## src/rtl/alarm_bank_pkg.sv

```systemverilog
package alarm_bank_pkg;

    localparam int BYTE_W = 8;

    typedef enum logic [1:0] {
        GRP_SINGLE = 2'd0,
        GRP_HAND   = 2'd1,
        GRP_CLOCK  = 2'd2
    } grp_e;

    // configuration byte layout, MSB first
    typedef struct packed {
        logic [3:0] spare_hi;     // bits 7:4
        logic       clock_cor;    // bit 3
        logic       hand_cor;     // bit 2
        logic       single_cor;   // bit 1
        logic       spare_lo;     // bit 0
    } cfg_t;

    localparam cfg_t CFG_RESET = cfg_t'(8'hFF);

    function automatic grp_e group_of(input int idx, input int hand_regs);
        if (idx == 0)
            return GRP_SINGLE;
        else if (idx <= hand_regs)
            return GRP_HAND;
        else
            return GRP_CLOCK;
    endfunction

endpackage

```

## src/rtl/abk_cfg_reg.sv

```systemverilog
module abk_cfg_reg
    import alarm_bank_pkg::*;
(
    input  logic              clk,
    input  logic              rst,
    input  logic              wr_en,
    input  logic [BYTE_W-1:0] wdata,
    output cfg_t              cfg_q
);

    typedef struct packed {
        cfg_t cfg;
    } state_t;

    state_t st_d, st_q;

    always_comb begin
        st_d = st_q;
        if (wr_en)
            st_d.cfg = cfg_t'(wdata);
    end

    always_ff @(posedge clk) begin
        if (rst)
            st_q.cfg <= CFG_RESET;
        else
            st_q <= st_d;
    end

    assign cfg_q = st_q.cfg;

    // configuration only changes on a write
    p_cfg_hold_r2: assert property (@(posedge clk) disable iff (rst)
        !wr_en |=> $stable(cfg_q));

    // every written bit is retained, reserved ones included
    p_cfg_load_r2: assert property (@(posedge clk) disable iff (rst)
        wr_en |=> (cfg_q == cfg_t'($past(wdata))));

endmodule

```

## src/rtl/abk_status_byte.sv

```systemverilog
module abk_status_byte
    import alarm_bank_pkg::*;
(
    input  logic              clk,
    input  logic              rst,
    input  logic [BYTE_W-1:0] alarm,
    input  logic              rd_hit,
    input  logic              cor_en,
    input  logic              wr_hit,
    input  logic [BYTE_W-1:0] wdata,
    output logic [BYTE_W-1:0] bits_q
);

    typedef struct packed {
        logic [BYTE_W-1:0] bits;
    } state_t;

    state_t st_d, st_q;
    logic [BYTE_W-1:0] rd_clr, wr_clr, clr_req;

    always_comb begin
        rd_clr  = (rd_hit && cor_en) ? {BYTE_W{1'b1}} : '0;
        wr_clr  = wr_hit ? wdata : '0;
        clr_req = rd_clr | wr_clr;
        st_d    = st_q;
        // a clear is granted only where the alarm is gone; a live alarm re-sets
        st_d.bits = (st_q.bits & ~(clr_req & ~alarm)) | alarm;
    end

    always_ff @(posedge clk) begin
        if (rst)
            st_q.bits <= '0;
        else
            st_q <= st_d;
    end

    assign bits_q = st_q.bits;

    p_sticky_set_r3: assert property (@(posedge clk) disable iff (rst)
        (|alarm) |=> ((bits_q & $past(alarm)) == $past(alarm)));

    p_hold_idle_r3: assert property (@(posedge clk) disable iff (rst)
        (!rd_hit && !wr_hit) |=> ((bits_q & $past(bits_q)) == $past(bits_q)));

    p_read_clears_r4: assert property (@(posedge clk) disable iff (rst)
        (rd_hit && cor_en && !wr_hit && (alarm == '0)) |=> (bits_q == '0));

    p_read_keeps_r5: assert property (@(posedge clk) disable iff (rst)
        (rd_hit && !cor_en && !wr_hit) |=> ((bits_q & $past(bits_q)) == $past(bits_q)));

    p_w1c_zero_keeps_r6: assert property (@(posedge clk) disable iff (rst)
        (wr_hit && !rd_hit) |=>
            ((bits_q & $past(bits_q & ~wdata)) == $past(bits_q & ~wdata)));

    p_live_alarm_wins_r7: assert property (@(posedge clk) disable iff (rst)
        (rd_hit || wr_hit) |=> ((bits_q & $past(alarm)) == $past(alarm)));

endmodule

```

## src/rtl/abk_decode.sv

```systemverilog
module abk_decode #(
    parameter int          AW        = 8,
    parameter int          NREG      = 10,
    parameter logic [AW-1:0] STAT_BASE = 8'h40,
    parameter logic [AW-1:0] CFG_OFFS  = 8'h4A
) (
    input  logic            clk,
    input  logic            rst,
    input  logic [AW-1:0]   addr,
    input  logic            rd,
    input  logic            wr,
    output logic            cfg_sel,
    output logic            cfg_wr,
    output logic [NREG-1:0] stat_sel,
    output logic [NREG-1:0] stat_rd,
    output logic [NREG-1:0] stat_wr
);

    always_comb begin
        cfg_sel = (addr == CFG_OFFS);
        cfg_wr  = cfg_sel && wr;
        for (int i = 0; i < NREG; i++) begin
            stat_sel[i] = (addr == AW'(STAT_BASE + AW'(i)));
            stat_rd[i]  = stat_sel[i] && rd;
            stat_wr[i]  = stat_sel[i] && wr;
        end
    end

    // map must not overlap
    p_single_target_r10: assert property (@(posedge clk) disable iff (rst)
        $onehot0({cfg_sel, stat_sel}));

endmodule

```

## src/rtl/abk_rdmux.sv

```systemverilog
module abk_rdmux
    import alarm_bank_pkg::*;
#(
    parameter int NREG = 10
) (
    input  cfg_t                        cfg,
    input  logic                        cfg_sel,
    input  logic [NREG-1:0]             stat_sel,
    input  logic [NREG-1:0][BYTE_W-1:0] stat_bytes,
    output logic [BYTE_W-1:0]           rdata
);

    always_comb begin
        rdata = '0;
        if (cfg_sel)
            rdata = cfg;
        for (int i = 0; i < NREG; i++) begin
            if (stat_sel[i])
                rdata = rdata | stat_bytes[i];
        end
    end

endmodule

```

## src/rtl/alarm_latch_bank.sv

```systemverilog
module alarm_latch_bank
    import alarm_bank_pkg::*;
#(
    parameter int            HAND_REGS  = 5,
    parameter int            CLOCK_REGS = 4,
    parameter logic [7:0]    STAT_BASE  = 8'h40,
    parameter logic [7:0]    CFG_OFFS   = 8'h4A
) (
    input  logic                                  clk,
    input  logic                                  rst,
    input  logic [7:0]                            reg_addr,
    input  logic                                  reg_wr,
    input  logic [7:0]                            reg_wdata,
    input  logic                                  reg_rd,
    output logic [7:0]                            reg_rdata,
    input  logic [(1+HAND_REGS+CLOCK_REGS)*8-1:0] alarm_in
);

    localparam int NREG = 1 + HAND_REGS + CLOCK_REGS;
    localparam int AW   = 8;

    cfg_t                        cfg_q;
    logic                        cfg_sel, cfg_wr;
    logic [NREG-1:0]             stat_sel, stat_rd, stat_wr, cor_en;
    logic [NREG-1:0][BYTE_W-1:0] stat_bytes;

    abk_decode #(
        .AW(AW), .NREG(NREG), .STAT_BASE(STAT_BASE), .CFG_OFFS(CFG_OFFS)
    ) u_decode (
        .clk(clk), .rst(rst), .addr(reg_addr), .rd(reg_rd), .wr(reg_wr),
        .cfg_sel(cfg_sel), .cfg_wr(cfg_wr),
        .stat_sel(stat_sel), .stat_rd(stat_rd), .stat_wr(stat_wr)
    );

    abk_cfg_reg u_cfg (
        .clk(clk), .rst(rst), .wr_en(cfg_wr), .wdata(reg_wdata), .cfg_q(cfg_q)
    );

    for (genvar g = 0; g < NREG; g++) begin : g_stat
        localparam grp_e GRP = group_of(g, HAND_REGS);
        if (GRP == GRP_SINGLE) begin : g_single
            assign cor_en[g] = cfg_q.single_cor;
        end else if (GRP == GRP_HAND) begin : g_hand
            assign cor_en[g] = cfg_q.hand_cor;
        end else begin : g_clock
            assign cor_en[g] = cfg_q.clock_cor;
        end

        abk_status_byte u_byte (
            .clk(clk), .rst(rst),
            .alarm(alarm_in[g*BYTE_W +: BYTE_W]),
            .rd_hit(stat_rd[g]), .cor_en(cor_en[g]),
            .wr_hit(stat_wr[g]), .wdata(reg_wdata),
            .bits_q(stat_bytes[g])
        );
    end

    abk_rdmux #(.NREG(NREG)) u_rdmux (
        .cfg(cfg_q), .cfg_sel(cfg_sel), .stat_sel(stat_sel),
        .stat_bytes(stat_bytes), .rdata(reg_rdata)
    );

    p_unmapped_zero_r8: assert property (@(posedge clk) disable iff (rst)
        (reg_rd && !cfg_sel && (stat_sel == '0)) |-> (reg_rdata == 8'h00));

endmodule

```

## config.mk

```make
export PLATFORM = sky130hd
export DESIGN_NAME = alarm_latch_bank
export DESIGN_NICKNAME = d
export VERILOG_FILES = /design/src/rtl/alarm_bank_pkg.sv /design/src/rtl/abk_cfg_reg.sv /design/src/rtl/abk_status_byte.sv /design/src/rtl/abk_decode.sv /design/src/rtl/abk_rdmux.sv /design/src/rtl/alarm_latch_bank.sv
export SDC_FILE = /design/constraint.sdc
export NUM_CORES = 1
export LEC_CHECK = 0
export ABC_AREA = 1
export BUFFER_PORTS_ARGS = -buffer_cell sky130_fd_sc_hd__buf_4
export CELL_PAD_IN_SITES_DETAIL_PLACEMENT = 2
export CELL_PAD_IN_SITES_GLOBAL_PLACEMENT = 2
export CORE_MARGIN = 2
export CORE_UTILIZATION = 29
export DETAILED_ROUTE_END_ITERATION = 8
export PLACE_DENSITY_LB_ADDON = 0.1
export SYNTH_ARGS = -nofsm -noshare
export SYNTH_HDL_FRONTEND = slang
export SYNTH_SLANG_ARGS = --single-unit
```

## constraint.sdc

```tcl
create_clock -name clk -period 1.24 [get_ports clk]
set_input_delay 0.062 -clock clk [delete_from_list [all_inputs] [get_ports clk]]
set_output_delay 0.062 -clock clk [all_outputs]
set_load 0.005 [all_outputs]
```

==> metrics.md <==
| Metric | Value |
|---|---|
| Result of the run | complete, but fails checks |
| Violated checks | setup timing |
| Clock buffer count from CTS | 9 |
| Routed WL | about 42000 um |
| Peak supply drop | ~1400 uV |
| Overall die height | around 140 um |
| Stage delay of the slowest cell on the critical path | approximately 340 ps |
| Routed wire per std cell | 32.6 um |
| Site Rows | 48 |
| Clk sinks | 88 |
| Initial core utilization | 29.8% |
| Crit path arrival time | 1580 ps |
| CP max stage cell | dfxtp_2 |
| Reported max-cap violation count | 0 |
| Floorplan die area | 19000 sq um |
| First-pass iteration count of the detailed router | 5 |
| Clock Root Buffer | clkbuf_16 |
| Share of final-layout standard cells stronger than drive strength 1 | 56.7% |
| I/O pins | around 110 |
| Via-per-instance ratio | between 5 and 6 |
| GRT Total Usage | about a third |
| Global-route wire length before repair | between 40000 and 50000 um |
| Initial antenna violation count | 1 |
| Core occupancy in the finished layout | 54.1% |
| Tmin final | 1640 ps |
| Peak Freq | between 600 and 700 MHz |
| CP startpoint kind | register |
| Logic depth of the worst path, buffers included | 5 |
| Slew @ Worst Pin | 571 ps |
| Worst setup path category | reg2out |
| Multi-input logic area | 3810 sq um |
| Worst clock skew | 15.1 ps |
| Placed insts | approximately 1200 |
| Cell area after technology mapping | 5200 sq um |
| Max Slew Vio Count | 0 |
| Power density normalized to cell area | 887 nW/um^2 |
| Post-synth net total | about 920 |
| Count of cell types in the netlist | 20 |
| Number of nets in the layout | ~1200 |
| Final global-route overflow total | 0 |
| Storage element area | between 1500 and 2000 sq um |
| Worst hold path cell count | 3 |
| Pin count of the biggest net entering global routing | 46 |
| Deepest level of the CTS H-tree | 3 |
| Reg2reg path depth | 8 |
| Setup repair after global routing missed its margin | yes |
| Clock tree from TritonCTS | done |
| Insertion delay of the later-clocked pin in the worst-skew pair | 380 ps |
| Share of Yosys cell area claimed by the top area cell type | 33.9% |
| Post-route antenna net violation count | 0 |
| Most area-hungry cell type in the Yosys netlist | dfxtp_1 |
| Vias after detailed routing | between 7000 and 8000 |
| Data required time at the worst endpoint | around 1200 ps |
| HP Class | in2reg |
| Setup TNS | -8910 ps |
| Area growth from synthesis to layout | 81.4% |
| Leading cell type in the layout, fill and taps excluded | nand2_2 |
| Worst slack at placement | -314 ps |
| Number of input and output port buffers inserted | 107 |
| Count of final setup violators | 72 |
| Static leakage power | 4.58 nW |
| Die X-Extent | between 100 and 150 um |
| Final non-filler cell area | 9430 sq um |
| Critical Path End Type | output pin |
| Largest delay contributor family on the critical path | simple AND/OR/NAND/NOR gates |
| Via count of the first global-routing pass | 7659 |
| Fin cells | about 1300 |
| Number of buffers on the longest clock path | 2 |
| Bufs and invs on worst path | 1 |
| Half-perimeter wire length after detailed placement | 16100 um |
| Number of warnings reported in the yosys synthesis log | 0 |
| Share of the yosys chip area belonging to registers | 33.9% |
| Cell area after placement | between 6000 and 7000 sq um |
| Least setup slack across all paths after layout | -403 ps |
| Number of instances in the synthesized netlist | around 800 |
| Average instance area after synthesis | 6.35 sq um |
| Worst slew slack as a fraction of its limit | 61.9% |
| Number of inserted filler cells in the final layout | 1852 |
| Clock transition at the registers of the reported paths | 70 ps |
| Highest net fanout along the worst path | 2 |
| Final Wtd Congestion | between 0.8 and 0.9 |
| Number of register bits inferred by synthesis | 88 |
| Commonest non-fill, non-tap cells in the layout | nand2_2 (143), buf_4 (136), nand2_1 (124) |
| Share of the cycle needed by the critical path after routing | 132% |
| Cell-by-cell trace of the critical path | nand3_2 -> nand2_2 -> nor2_1 -> nand3_1 -> buf_4 |
| DRC errors left | 0 |
| Largest cells by area after synthesis | dfxtp_1 (34%), nand2_1 (20%), inv_1 (11%) |
| Floorplan core area | around 17000 sq um |
| Endpoints failing hold | 0 |
| Initial detailed-routing violation count | 496 |
## timing repair
| action | in CTS | in global routing |
|---|---|---|
| hold buffers | 79 | 0 |
| endpoints found under the hold margin | 78 | 0 |
| buffers inserted | 23 | 18 |
| endpoints found under the setup margin | 8 | 72 |
| resized for setup | 192 | 267 |
| pin swaps | 63 | 92 |
| gates cloned | 5 | 1 |
## cell usage after synthesis
cell type / count
a21oi_1: 86
buf_1: 1
buf_2: 4
buf_4: 1
buf_6: 7
buf_8: 1
clkbuf_1: 15
dfxtp_1: 88
inv_1: 156
inv_2: 5
inv_4: 1
nand2_1: 279
nand2_2: 7
nand2_4: 5
nand3_1: 110
nand3_4: 9
nor2_1: 24
nor2_2: 2
nor2_4: 12
nor2_8: 6
## through the flow
| stage | total power (W) | hold WS [ps] |
|---|---|---|
| 2_1_floorplan | 0.00368 | 196 |
| 3_3_place_gp | 0.00419 | 296 |
| 3_5_place_dp | 0.00425 | 302 |
| 4_1_cts | 0.00765 | 5.65 |
| 5_1_grt | 0.00848 | 21.6 |
| 6_report | 0.00836 | 16.7 |
## power by group
group	leakage, nW	total [W]	internal, W	switching, W
Combinational	3.69	0.00187	0.000778	0.00109
Sequential	0.744	0.00328	0.00303	0.000245
Clock	0.152	0.00322	0.00182	0.00139
Total	4.58	0.00836	0.00563	0.00273
## cell families after synthesis
logic type             synth area share, %
AO/OA/AOI/OAI                         8.28
buffers and inverters                 15.2
flip-flops                            33.9
AND/OR/NAND/NOR                       42.6
## final timing paths
check | from | endpoint | slack, ps
worst max register to register | u_cfg.cfg_q[2] | g_stat[1].u_byte.bits_q[3] | -260
worst max-delay path | g_stat[4].u_byte.bits_q[2] | reg_rdata[2] | -400
worst min-delay path | alarm_in[77] | g_stat[9].u_byte.bits_q[5] | 20
worst min register to register | g_stat[0].u_byte.bits_q[3] | g_stat[0].u_byte.bits_q[3] | 510
## worst reg2reg max path, stage by stage (launching register included)
cell     delay [ps]
dfxtp_2         350
nand2_1         120
inv_2            80
buf_12          150
nand3_4         180
nand2_2          60
inv_1            80
nand2_1          90
a21oi_1         280
## layer usage
layer / up-vias / track usage [%] / wire [um]
met1: 3642 / 38.9 / 15400
met4: 0 / 16.6 / 3640
met2: 433 / 59.6 / 20400
met3: 231 / 6.80 / 2660
li1: 2987 / - / -
met5: - / 0 / 0
## sequential cells by signal (all words and copies together), names as in the netlist
signal / count
g_stat.u_byte.bits_q: 80
u_cfg.cfg_q: 8
## final cells by class
cell class                 instances  area share (%)
clock inverter                     5           0.849
sequential                        88            19.5
inverter                         162            6.69
antenna                            2          0.0531
tap                              225            2.99
clock buffer                      11            2.57
timing repair buffer             260            26.9
multi-input combinational        541            40.5
Power figures use the tool's default switching activity.
